File: src/rtl/fdma_pkg.sv
package fdma_pkg;
  localparam int AW = 32;
  localparam int REG_W = 32;
  localparam logic [1:0] SEL_ADDR  = 2'd0;
  localparam logic [1:0] SEL_COUNT = 2'd1;
  localparam logic [1:0] SEL_CTRL  = 2'd2;
  localparam int B_ERR  = 0;
  localparam int B_IE   = 1;
  localparam int B_GO   = 2;
  localparam int B_DIR  = 3;
  localparam int B_PEND = 4;

  function automatic logic [AW-1:0] addr_step(input logic [AW-1:0] a);
    return a + AW'(4);
  endfunction

  function automatic logic launch_legal(input logic [AW-1:0] a,
                                        input logic cnt_nonzero,
                                        input logic to_host);
    return cnt_nonzero && (a[1:0] == 2'b00) && to_host;
  endfunction
endpackage

File: src/rtl/fdma_regs.sv
module fdma_regs
  import fdma_pkg::*;
#(
  parameter int CNT_W = 21
) (
  input  logic              clk,
  input  logic              rst_n,
  input  logic              wr_en,
  input  logic [1:0]        wr_sel,
  input  logic [REG_W-1:0]  wr_data,
  input  logic [1:0]        rd_sel,
  output logic [REG_W-1:0]  rd_data,
  input  logic              busy,
  input  logic              last_beat,
  output logic [AW-1:0]     prog_addr,
  output logic [CNT_W-1:0]  prog_count,
  output logic              launch,
  output logic              reject,
  output logic              ack,
  output logic              err_flag,
  output logic              irq
);
  localparam int PAD_W = REG_W - CNT_W;

  logic [AW-1:0]    addr_q;
  logic [CNT_W-1:0] cnt_q;
  logic             err_q, ie_q, dir_q, pend_q;
  logic             ctrl_wr, go_req, legal;

  assign ctrl_wr = wr_en && (wr_sel == SEL_CTRL);
  assign go_req  = ctrl_wr && wr_data[B_GO] && !busy;
  assign legal   = launch_legal(addr_q, |cnt_q, wr_data[B_DIR]);
  assign launch  = go_req && legal;
  assign reject  = go_req && !legal;
  assign ack     = ctrl_wr && !wr_data[B_GO] && wr_data[B_ERR];

  always_ff @(posedge clk) begin
    if (!rst_n) begin
      addr_q <= '0;
      cnt_q  <= '0;
      err_q  <= 1'b0;
      ie_q   <= 1'b0;
      dir_q  <= 1'b0;
      pend_q <= 1'b0;
    end else begin
      if (wr_en && wr_sel == SEL_ADDR)  addr_q <= wr_data;
      if (wr_en && wr_sel == SEL_COUNT) cnt_q  <= wr_data[CNT_W-1:0];
      if (go_req) begin
        ie_q  <= wr_data[B_IE];
        dir_q <= wr_data[B_DIR];
        err_q <= !legal;
      end
      if (ack) begin
        err_q  <= 1'b0;
        pend_q <= 1'b0;
      end
      if (last_beat && ie_q) pend_q <= 1'b1;
    end
  end

  always_comb begin
    rd_data = '0;
    case (rd_sel)
      SEL_ADDR:  rd_data = addr_q;
      SEL_COUNT: rd_data = {{PAD_W{1'b0}}, cnt_q};
      SEL_CTRL: begin
        rd_data[B_ERR]  = err_q;
        rd_data[B_IE]   = ie_q;
        rd_data[B_GO]   = busy;
        rd_data[B_DIR]  = dir_q;
        rd_data[B_PEND] = pend_q;
      end
      default:   rd_data = '0;
    endcase
  end

  assign prog_addr  = addr_q;
  assign prog_count = cnt_q;
  assign err_flag   = err_q;
  assign irq        = pend_q;
endmodule

File: src/rtl/fdma_mover.sv
module fdma_mover
  import fdma_pkg::*;
#(
  parameter int CNT_W  = 21,
  parameter int DATA_W = 32
) (
  input  logic              clk,
  input  logic              rst_n,
  input  logic              launch,
  input  logic [AW-1:0]     base_addr,
  input  logic [CNT_W-1:0]  word_count,
  input  logic              src_valid,
  input  logic [DATA_W-1:0] src_data,
  output logic              src_ready,
  output logic              mem_req_valid,
  input  logic              mem_req_ready,
  output logic [AW-1:0]     mem_req_addr,
  output logic [DATA_W-1:0] mem_req_data,
  output logic              busy,
  output logic              beat,
  output logic              last_beat,
  output logic              done
);
  logic             busy_q, done_q;
  logic [AW-1:0]    addr_q;
  logic [CNT_W-1:0] left_q;

  assign beat          = busy_q && src_valid && mem_req_ready;
  assign last_beat     = beat && (left_q == CNT_W'(1));
  assign mem_req_valid = busy_q && src_valid;
  assign src_ready     = busy_q && mem_req_ready;
  assign mem_req_addr  = addr_q;
  assign mem_req_data  = src_data;

  always_ff @(posedge clk) begin
    if (!rst_n) begin
      busy_q <= 1'b0;
      done_q <= 1'b0;
      addr_q <= '0;
      left_q <= '0;
    end else begin
      done_q <= last_beat;
      if (launch) begin
        busy_q <= 1'b1;
        addr_q <= base_addr;
        left_q <= word_count;
      end else if (beat) begin
        addr_q <= addr_step(addr_q);
        left_q <= left_q - CNT_W'(1);
        if (last_beat) busy_q <= 1'b0;
      end
    end
  end

  assign busy = busy_q;
  assign done = done_q;
endmodule

File: src/rtl/frame_dma_engine.sv
module frame_dma_engine
  import fdma_pkg::*;
#(
  parameter int CNT_W  = 21,
  parameter int DATA_W = 32
) (
  input  logic              clk,
  input  logic              rst_n,
  input  logic              reg_wr_en,
  input  logic [1:0]        reg_wr_sel,
  input  logic [31:0]       reg_wr_data,
  input  logic [1:0]        reg_rd_sel,
  output logic [31:0]       reg_rd_data,
  input  logic              src_valid,
  input  logic [DATA_W-1:0] src_data,
  output logic              src_ready,
  output logic              mem_req_valid,
  input  logic              mem_req_ready,
  output logic [31:0]       mem_req_addr,
  output logic [DATA_W-1:0] mem_req_data,
  output logic              busy,
  output logic              done,
  output logic              irq
);
  logic [AW-1:0]    prog_addr;
  logic [CNT_W-1:0] prog_count;
  logic launch_w, reject_w, ack_w, err_w, beat_w, last_w;

  fdma_regs #(.CNT_W(CNT_W)) u_regs (
    .clk(clk), .rst_n(rst_n),
    .wr_en(reg_wr_en), .wr_sel(reg_wr_sel), .wr_data(reg_wr_data),
    .rd_sel(reg_rd_sel), .rd_data(reg_rd_data),
    .busy(busy), .last_beat(last_w),
    .prog_addr(prog_addr), .prog_count(prog_count),
    .launch(launch_w), .reject(reject_w), .ack(ack_w),
    .err_flag(err_w), .irq(irq)
  );

  fdma_mover #(.CNT_W(CNT_W), .DATA_W(DATA_W)) u_mover (
    .clk(clk), .rst_n(rst_n),
    .launch(launch_w), .base_addr(prog_addr), .word_count(prog_count),
    .src_valid(src_valid), .src_data(src_data), .src_ready(src_ready),
    .mem_req_valid(mem_req_valid), .mem_req_ready(mem_req_ready),
    .mem_req_addr(mem_req_addr), .mem_req_data(mem_req_data),
    .busy(busy), .beat(beat_w), .last_beat(last_w), .done(done)
  );
endmodule

File: config.mk
export PLATFORM = sky130hd
export DESIGN_NAME = frame_dma_engine
export DESIGN_NICKNAME = d
export VERILOG_FILES = /design/src/rtl/fdma_pkg.sv /design/src/rtl/fdma_regs.sv /design/src/rtl/fdma_mover.sv /design/src/rtl/frame_dma_engine.sv
export SDC_FILE = /design/constraint.sdc
export NUM_CORES = 1
export LEC_CHECK = 0
export BUFFER_PORTS_ARGS = -buffer_cell sky130_fd_sc_hd__buf_4
export CAP_MARGIN = 20
export CORE_MARGIN = 2
export CORE_UTILIZATION = 56
export CTS_CLUSTER_DIAMETER = 60
export CTS_CLUSTER_SIZE = 40
export DETAILED_ROUTE_END_ITERATION = 6
export HOLD_SLACK_MARGIN = 0.03
export PLACE_DENSITY = 0.86
export SETUP_SLACK_MARGIN = 0.1
export SKIP_CTS_REPAIR_TIMING = 1
export SLEW_MARGIN = 30
export SYNTH_ARGS = -nofsm -noshare
export SYNTH_HDL_FRONTEND = slang
export SYNTH_SLANG_ARGS = --single-unit
File: constraint.sdc
create_clock -name clk -period 3.6 [get_ports clk]
set_clock_uncertainty 0.05 [all_clocks]
set_input_delay 0.72 -clock clk [delete_from_list [all_inputs] [get_ports clk]]
set_output_delay 0.72 -clock clk [all_outputs]
set_load 0.05 [all_outputs]
# [Word-level counts from Yosys, hierarchy flattened]
# Index checks and enable logic that the tools add are counted.
[word_totals] regBits=112 wordCells=56
[classes] addsub=2 eq_ne=5 mux=11 bitwise=1 reduce_logical=27
[op_table] operator="$mux W32" n=2
[op_table] operator="$pmux W27 S2" n=1
[op_table] operator="$mux W21" n=2
[op_table] operator="$add A32 B3 Y32 const B" n=1
[op_table] operator="$eq A21 B1 Y1 const B" n=1
[op_table] operator="$reduce_or A21 Y1" n=1
[op_table] operator="$sub A21 B1 Y21 const B" n=1
[op_table] operator="$logic_and A1 B1 Y1" n=15
[op_table] operator="$pmux W5 S3" n=1
[op_table] operator="$logic_not A2 Y1" n=3
[op_table] operator="$reduce_bool A2 Y1" n=3
[op_table] operator="$mux W1" n=5
[op_table] operator="$eq A2 B1 Y1 const B" n=2
[op_table] operator="$eq A2 B2 Y1 const B" n=2
[op_table] operator="$logic_not A1 Y1" n=3
[op_table] operator="$reduce_and A2 Y1" n=1
[op_table] operator="$reduce_or A2 Y1" n=1
[op_table] operator="$not A1 Y1" n=1

# [Logic depth before layout (Yosys ltp)]
# Gate-level depths: netlist of the first run.
[depth] word_depth=7 depth_mapped=7 mapped_depth_nobuf=7

# [Hierarchy]
# From an unflattened synthesis of the first run, not the netlist that was laid out.
[unflattened] hier_cells=750 hier_area_um2=6038.3
[modules_own_cells] mod="fdma_mover" instances=1 cells_each=422 area_each_um2=3364.5
[modules_own_cells] mod="fdma_regs" instances=1 cells_each=328 area_each_um2=2673.8

# [Least setup slack after synthesis of the first run]
# Ideal clock, no wire load.
[synth_path] path_type="in2out" start="input reg_rd_sel[1]" end="output reg_rd_data[0]" t_arrival_ps=2489 required_time_ps=2830 slack_ps=341 path_stages=4 n_path_buf=2 cell_sequence="clkbuf_1 -> buf_1 -> mux2i_1 -> o21ai_0"
[synth_between] elab_chain_cells=2 word_cells_on_any_way=4 classes_between="eq/ne: 2; mux: 1; reduce/logical: 1"
[synth_rtl] element="start, declared" line_no="frame_dma_engine.sv:12" text="input logic [1:0] reg_rd_sel,"
[synth_rtl] element="$eq A2 B2 Y1, or another cell as far along" line_no="fdma_regs.sv:63" text="case (rd_sel)"
[synth_rtl] element="$pmux W5 S3 (*)" line_no="fdma_regs.sv:63"
[synth_rtl] element="end, declared" line_no="frame_dma_engine.sv:13" text="output logic [31:0] reg_rd_data,"
# Mark *: on every way between the ends. The rest lies on a longest branch, timed or not.

# [Final worst setup path of the first run]
[layout_path] start="input reg_rd_sel[0]" end="output reg_rd_data[2]"
# Same word-level chain as after synthesis.

==> results of run 1 <==
-- worst max-delay path by stage --
stage / from / to / slack [ns] / cells after the start
final: reg_rd_sel[0] / reg_rd_data[2] / 1.01 / 5
after global routing: reg_rd_sel[0] / reg_rd_data[31] / 0.92 / 4
after CTS: reg_rd_sel[0] / reg_rd_data[31] / 1.04 / 4
after detailed placement: reg_wr_data[3] / u_mover.left_q[6] / 0.74 / 7
after global placement: reg_wr_data[3] / u_mover.left_q[6] / 0.76 / 7
after floorplan: reg_rd_sel[1] / reg_rd_data[0] / 0.34 / 4
-- flip-flops by register name, indices dropped and copies added (netlist names), 21 cells and up --
name and flops:
u_regs.prog_addr 32, u_regs.prog_count 21, u_mover.mem_req_addr 32, u_mover.left_q 21
-- cells by family after synthesis --
group                    synth area share (%)
AND/OR/NAND/NOR                          28.4
buffers and inverters                    8.17
AO/OA/AOI/OAI                            17.6
multiplexers                             4.24
XOR/XNOR                                 2.97
flip-flops                               38.0
adder cells (fa/ha/maj)                 0.636
-- worst min-delay path, delay by kind of cell, from the launching register on --
| kind | cells | cell delay, ns |
|---|---|---|
| flip-flops | 1 | 0.33 |
| AO/OA/AOI/OAI | 1 | 0.06 |
| AND/OR/NAND/NOR | 1 | 0.05 |
-- synth_stat cells, types with 6 or more instances --
cell type    n
and3_1      12
and2_1      17
nand2_1    147
buf_4       33
nor3_1      12
inv_1        7
a21oi_1     81
a211oi_1    10
nor2_1      58
dfxtp_1    112
nand4_1     22
mux2i_1     25
buf_2       10
nor4_1      10
xnor2_1     14
clkbuf_1    30
a31oi_1     12
xor2_1       6
o21ai_0     19
nand3_1     31
-- power by group --
part           switching [mW]  internal [mW]  leakage (nW)  total [mW]
clock network           0.447          0.335         0.101       0.782
logic                   0.177         0.0981          1.57       0.275
registers              0.0363           1.26         0.906        1.30
-- area by class of cell --
class | instances | area [sq um] | area share [%]
multi-input cells | 558 | 3190 | 47.4
flip-flops and latches | 112 | 2240 | 33.3
repair buffers | 118 | 898 | 13.4
well taps | 136 | 170 | 2.53
clock buffers | 10 | 128 | 1.90
clock inverters | 6 | 77.6 | 1.15
inverters | 7 | 26.3 | 0.390
-- per-layer routing --
layer,part of all wire [%],vias to the layer above
met3,12,49
li1,-,2737
met4,2.6,0
met1,41,2795
met5,0,-
met2,45,369
-- stage by stage --
stage | hold slack (ns) | area, sq um | util [%]
after global routing | 0.465 | 6730 | 65.5
after detailed placement | 0.421 | 6520 | 63.5
final | 0.439 | 6730 | 65.5
after global placement | 0.398 | 6520 | 63.5
after CTS | 0.437 | 6730 | 65.5
after floorplan | 0.386 | 5900 | -
==> results.yml, run 1 <==
detailed_routing:
  drt-pass1-iter-count: 5
  vias: 5950
  via_per_inst: 6.28
  drt_iter0_drc: 717
  drc: 0
  wl_per_cell_microns: 18.5
  antenna_left: 0
  drt_wl_total_microns: 17500
floorplanning:
  die_h_microns: 107
  pin_count: 174
  rows: 37
  start_util_pct: 57.4
  die_area_sq_um: 11400
  core-area_sq_um: 10300
  dieWidth_microns: 107
synthesis:
  yosysWarnings: 0
  synth_top_area_share_pct: 38.0
  yosysTopAreaCell: "dfxtp_1"
  yosysSeqAreaShare_pct: 38.0
  synth_nets: 832
  synth.avg_cell_area_sq_um: 7.80
  ys_types: 60
  dominantRegCellSynth: "dfxtp_1"
  synth-edff-count: 0
  synthCells: 756
  synth.top_cells.by_area: "dfxtp_1, nand2_1, a21oi_1"
  synth-seq-cells: 112
  synth_area_sq_um: 5900
  async_reset_ff_share_pct: 0
worst_setup_path:
  worstSetupEndpointType: "output port"
  slowest_delay_ns: 0.34
  cp-start-kind: "primary input"
  cp_num_buf_inv: 2
  cp_data_required_time_ns: 2.83
  r2r-end: "u_mover.mem_req_addr[27]"
  arrival_ns: 1.82
  cp_top_family: "buffers and inverters"
  slowest_stage: "nor2b_1"
  cpMostUsedCell: "buf_4"
  critPathMaxFanout: 24
  rrSetupSlack_ns: 1.08
  r2r_cells: 5
  worstPathCellList: "buf_4, nor2b_1, nand2_1, o21ai_0, buf_4"
  path_class: "in2out"
  worstReg2RegStart: "u_mover.busy"
cells_and_area:
  layout-drive-gt1-share_pct: 18.2
  final_cells: 947
  mostFrequentLayoutCells: "nand2_1, buf_4, dfxtp_1"
  diodes: 0
  final_nets: 882
  nFillCells: 859
  syn2layout_area_growth_pct: 14.1
  final_common_cell: "nand2_1"
sta:
  tns_ns: 0
  max_slew.worst_pin.slew_ns: 0.906
  slew_headroom_pct: 39.4
  fin_ws_ns: 1.01
  post-route-period-util_pct: 72.0
  setup_viol_count_final: 0
  drv_slew: 0
  hold_viol: 0
  fmax_ghz: 0.386
  fin_crit_ns: 2.59
  rsz0062_at_grt: "false"
clocking:
  numCtsBuffers: 9
  h-tree-depth: 3
  insertion_delay_ns: 0.37
  clk_path_buf_depth: 2
  clock-root-buffer: "clkbuf_8"
  numClockSinks: 112
  cts_tree: "yes"
  clk_pin_slew_ns: 0.11
power:
  p_leak_nw: 2.58
  total_power_mw: 2.36
  peakVddDrop_v: 0.000201
  powerDensity_nw_per_um2: 350
min_path:
  hp-start: "u_regs.prog_addr[26]"
  worst_hold_path_type: "reg2reg"
  hold_depth: 2
  hold_end: "u_regs.prog_addr[26]"
global_routing:
  grt_pass1_vias: 5311
  grt_max_degree: 57
  grt_pass1_wl_microns: 27400
  met3_usage_pct: 5.96
  grt-busiest-layer: "met2"
  overflow: 0
  track_usage_pct: 30.3
  grt_use_met1_pct: 43.6
  use_met2_pct: 45.3
  antenna_found_initial: 0
placement:
  pre_cts_ws_ns: 0.735
  post-place-cells: 931
  finalWeightedCongestion: 0.910
  numPortBuffers: 109
  dp_hpwl_microns: 12600
run_status:
  status: "finished, final reports clean"
run:
  cap_violations: 0
(Power assumes the default switching activity.)
==> inputs of run 2 (changes only) <==
Settings changed: CORE_UTILIZATION 56 to 47, PLACE_DENSITY 0.86 to 0.77.
Clock period 3.6 ns to 2.2 ns, I/O delays scaled along.
==> run 2 against run 1 <==
Compared with the run above: routed wire length is 4.7% higher; clock power is 100% higher; core utilization is 4.9 points lower; critical path type is now reg2reg; sequential power increased by 63%; highest routed layer unchanged; register-to-register slack got worse by 0.89 ns; count of clock-buffer cells in the layout is 3 higher.
==> results.yml, run 2 (synthesis gave the netlist of run 1 again) <==
worst_setup_path:
  path_class: "reg2reg"
  critPathMaxFanout: 5
  arrival_ns: 2.22
  worstReg2RegStart: "u_mover.left_q[6]"
  rrSetupSlack_ns: 0.19
  cp_data_required_time_ns: 2.41
  r2r-end: "u_mover.left_q[19]"
  r2r_cells: 5
  worstSetupEndpointType: "flip-flop"
  cp-start-kind: "flip-flop"
min_path:
  hp-start: "reg_wr_data[30]"
  hold_end: "u_regs.prog_addr[30]"
  worst_hold_path_type: "in2reg"
  hold_depth: 3
clocking:
  clk_pin_slew_ns: 0.08
  h-tree-depth: 3
  numCtsBuffers: 9
  insertion_delay_ns: 0.36
  clock-root-buffer: "clkbuf_16"
  clk_path_buf_depth: 2
  numClockSinks: 112
  cts_tree: "yes"
placement:
  numPortBuffers: 109
  pre_cts_ws_ns: 0.0429
  post-place-cells: 1011
  dp_hpwl_microns: 13200
  finalWeightedCongestion: 0.929
detailed_routing:
  drt-pass1-iter-count: 5
  vias: 5950
  met1_length_microns: 8220
  maxUsedRoutingLayer: "met4"
  drc: 0
  drt_iter0_drc: 665
  drt_wl_total_microns: 18400
  antenna_left: 0
  met2_length_microns: 8300
  via_per_inst: 5.79
  wl_met3_microns: 1550
  wl_per_cell_microns: 17.9
floorplanning:
  pin_count: 174
  die_h_microns: 116
  core-area_sq_um: 12100
  rows: 40
  die_area_sq_um: 13500
  dieWidth_microns: 116
  start_util_pct: 48.7
cells_and_area:
  diodes: 0
  mostFrequentLayoutCells: "buf_4, nand2_1, dfxtp_1"
  final_common_cell: "buf_4"
  layout-drive-gt1-share_pct: 25.6
  syn2layout_area_growth_pct: 24.4
  final_cells: 1028
  final_nets: 931
  finish.utilization_pct: 60.6
global_routing:
  grt_max_degree: 101
  track_usage_pct: 27.4
  grt_pass1_vias: 5322
  overflow: 0
  grt_pass1_wl_microns: 28600
  antenna_found_initial: 0
run:
  cap_violations: 0
sta:
  setup_viol_count_final: 0
  post-route-period-util_pct: 91.5
  fin_ws_ns: 0.187
  drv_slew: 0
  hold_viol: 0
  fin_crit_ns: 2.01
  max_slew.worst_pin.slew_ns: 0.619
  rsz0062_at_grt: "false"
  fmax_ghz: 0.497
  slew_headroom_pct: 58.4
power:
  peakVddDrop_v: 0.000350
  total_power_mw: 4.24
  powerDensity_nw_per_um2: 577
  p_leak_nw: 2.90
run_status:
  status: "finished, final reports clean"
-- run 2: cell count changes in the layout (fill, tap and decap cells not counted), moves of 2 or more --
| cell | delta |
|---|---|
| clkbuf_8 | -7 |
| o21ai_0 | -3 |
| nor4_1 | -2 |
| buf_4 | +44 |
| nor2_1 | -14 |
| nor2_2 | +14 |
| clkbuf_16 | +9 |
| dfxtp_1 | -8 |
| dfxtp_2 | +8 |
| o21ai_1 | +3 |
| buf_12 | +5 |
| nor4_2 | +2 |
| inv_8 | -2 |
-- run 2: power breakdown --
part           leakage [nW]  internal [mW]  switching [mW]
clock                 0.140          0.839           0.758
combinational          1.85          0.208           0.315
sequential            0.910           2.07          0.0478
total                  2.90           3.12            1.12
-- run 2: worst max path at each step --
stage	start	end	slack, ns	cells past startpoint
after detailed placement	reg_wr_data[3]	u_mover.mem_req_addr[23]	0.04	8
after CTS	u_regs.prog_addr[0]	u_mover.mem_req_addr[23]	0.22	7
final	u_mover.left_q[6]	u_mover.left_q[19]	0.19	5
after global routing	u_regs.prog_count[6]	u_mover.mem_req_addr[16]	0.13	7
after global placement	reg_wr_data[3]	u_mover.left_q[6]	0.07	8
after floorplan	reg_rd_sel[0]	reg_rd_data[1]	-0.25	3
-- run 2: through the flow --
| stage | hold WS, ns | instance area, sq um | TNS [ns] |
|---|---|---|---|
| 2_1_floorplan | 0.386 | 5950 | -1.15 |
| 3_3_place_gp | 0.397 | 7030 | 0 |
| 3_5_place_dp | 0.405 | 7030 | 0 |
| 4_1_cts | 0.275 | 7320 | 0 |
| 5_1_grt | 0.275 | 7340 | 0 |
| 6_report | 0.276 | 7340 | 0 |
-- run 2: metal layers --
metal | up-vias | track usage [%]
li1 | 2833 | -
met4 | 0 | 8.49
met2 | 274 | 41.5
met1 | 2813 | 39.9
met5 | - | 0
met3 | 30 | 4.55
-- run 2: critical path: stages (launching register included) --
cell,delay (ns)
dfxtp_1,0.34
nor3_1,0.54
and3_1,0.32
nand3_1,0.15
o311a_1,0.33
o21a_1,0.18
-- run 2: area by class of cell --
cell class                 instances  area [sq um]
clock buffer                      13           260
clock inverter                     3          26.3
fill                            1112          4770
inverter                           7          26.3
multi-input combinational        558          3230
sequential                       112          2250
tap                              168           210
timing repair buffer             167          1330
==> inputs of run 3 (changes only) <==
Settings changed: PLACE_DENSITY 0.77 to 0.76, SYNTH_HIERARCHICAL set to 1.
==> run 3 against run 2 <==
Compared with the run above: the flow now finishes with violations (setup timing); core utilization grew 4.7 points; sequential share of layout area shrank 3.1 points; setup slack lost 0.37 ns; power grew 7.4%; combinational power grew 21%; sequential power is essentially flat; cell area grew 12%.
==> results.yml, run 3 <==
clocking:
  cts_tree: "yes"
  numCtsBuffers: 9
  h-tree-depth: 3
  numClockSinks: 112
  clock-root-buffer: "clkbuf_16"
  insertion_delay_ns: 0.35
  clk_pin_slew_ns: 0.07
  clk_path_buf_depth: 2
power:
  seq_power_share_pct: 47.1
  power.internal_mw: 3.36
  peakVddDrop_v: 0.000442
  pwr-share-comb_pct: 13.9
  p_clk_share_pct: 39.0
  p_sw_mw: 1.19
  powerDensity_nw_per_um2: 554
  sw_frac_of_total_pct: 26.2
  p_leak_nw: 3.24
worst_setup_path:
  slowest_stage: "or4_1"
  r2r-end: "u_mover/left_q[20]"
  worstSetupEndpointType: "flip-flop"
  cp_data_required_time_ns: 2.44
  path_class: "reg2reg"
  cp_top_family: "simple AND/OR/NAND/NOR gates"
  slowest_delay_ns: 0.45
  cp-start-kind: "flip-flop"
  worstReg2RegStart: "u_regs/prog_count[4]"
  arrival_ns: 2.63
  cp_num_buf_inv: 2
  worstPathCellList: "nor4_2, buf_4, nand4_1, o211ai_1, nor2_2, buf_12, or3_1, or4_1, nand3_1"
  rrSetupSlack_ns: -0.19
  critPathMaxFanout: 6
  r2r_cells: 9
detailed_routing:
  drt_wl_total_microns: 19800
  drt_iter0_drc: 691
  drc: 0
  antenna_left: 0
  drt-pass1-iter-count: 6
  via_per_inst: 5.91
  vias: 6224
  wl_per_cell_microns: 18.8
synthesis:
  synth_area_sq_um: 6030
  synth.avg_cell_area_sq_um: 8.06
  synthCells: 748
  synth_nets: 824
  yosysWarnings: 6
cells_and_area:
  syn2layout_area_growth_pct: 36.1
  nFillCells: 992
  final_common_cell: "buf_4"
  fin_area_sq_um: 8210
  multi_input_area_sq_um: 3580
  diodes: 0
  final_nets: 953
  regArea_sq_um: 2260
  layout-drive-gt1-share_pct: 33.7
  mostFrequentLayoutCells: "buf_4, nand2_1, dfxtp_1"
floorplanning:
  rows: 41
  core-area_sq_um: 12600
  pin_count: 174
  die_area_sq_um: 13700
  dieWidth_microns: 117
  start_util_pct: 48.0
  die_h_microns: 117
sta:
  slew_headroom_pct: 62.2
  drv_slew: 0
  hold_viol: 0
  setup_viol_count_final: 15
  fmax_ghz: 0.419
  fin_crit_ns: 2.39
  fin_ws_ns: -0.188
  whs_ns: 0.285
  post-route-period-util_pct: 109
  rsz0062_at_grt: "true"
  max_slew.worst_pin.slew_ns: 0.562
run_status:
  violations: "setup timing"
  status: "complete, but fails checks"
placement:
  postPlaceCellArea_sq_um: 7120
  numPortBuffers: 109
  finalWeightedCongestion: 0.849
  dp_hpwl_microns: 12500
global_routing:
  grt_pass1_wl_microns: 27000
  track_usage_pct: 25.2
  antenna_found_initial: 0
  grt_max_degree: 98
  grt_pass1_vias: 5284
  overflow: 0
min_path:
  hp-start: "reg_wr_data[22]"
  hold_depth: 3
  worst_hold_path_type: "in2reg"
  hold_end: "u_regs/prog_addr[22]"
run:
  cap_violations: 0
-- run 3: stage by stage --
step	cells	power, mW	worst slack [ns]	util [%]	setup TNS, ns
6_report	1054	4.55	-0.188	65.3	-1.12
5_1_grt	1054	4.69	-0.279	65.3	-4.84
4_1_cts	1023	4.47	-0.0755	59.2	-0.212
3_5_place_dp	1007	2.73	-0.0590	56.6	-0.109
3_3_place_gp	1007	2.72	-0.0454	56.6	-0.0821
2_1_floorplan	748	2.65	-0.158	-	-0.474
-- run 3: layout make-up --
cell class / count / area share, %
Multi-Input combinational cell: 544 / 43.7
Sequential cell: 112 / 27.6
Timing Repair Buffer: 197 / 21.5
Clock buffer: 10 / 2.79
Tap cell: 172 / 2.62
Clock inverter: 6 / 1.11
Inverter: 13 / 0.747
-- run 3: routing by layer --
metal  GRT usage (%)  part of all wire, %  vias up
li1                -                    -     2918
met1            37.1                   43     2954
met2            38.5                   47      318
met3            3.81                  8.2       34
met4            6.98                  1.9        0
met5               0                    0        -
-- run 3: worst max-delay path by stage --
stage	end	cells past startpoint	from	slack, ns
after floorplan	reg_rd_data[0]	3	reg_rd_sel[0]	-0.16
after global placement	u_mover/mem_req_addr[27]	9	u_regs/prog_count[4]	-0.05
after detailed placement	u_mover/mem_req_addr[27]	9	u_regs/prog_count[4]	-0.06
after CTS	u_mover/mem_req_addr[27]	9	u_regs/prog_count[4]	-0.08
after global routing	u_mover/left_q[20]	9	u_regs/prog_count[4]	-0.28
final	u_mover/left_q[20]	9	u_regs/prog_count[4]	-0.19
-- run 3: power groups by stage --
stage               clock network [mW]  logic [mW]  registers (mW)
finish                            1.77       0.633            2.14
global route                      1.87       0.673            2.15
global placement                     0       0.543            2.18
detailed placement                   0       0.547            2.18
CTS                               1.79       0.550            2.13
floorplan                            0       0.447            2.20
-- run 3: worst register-to-register path, cell delays in order (launching register included) --
cell and delay [ns]:
dfxtp_2 0.32, nor4_2 0.27, buf_4 0.15, nand4_1 0.09, o211ai_1 0.28, nor2_2 0.09
buf_12 0.14, or3_1 0.38, or4_1 0.45, nand3_1 0.11
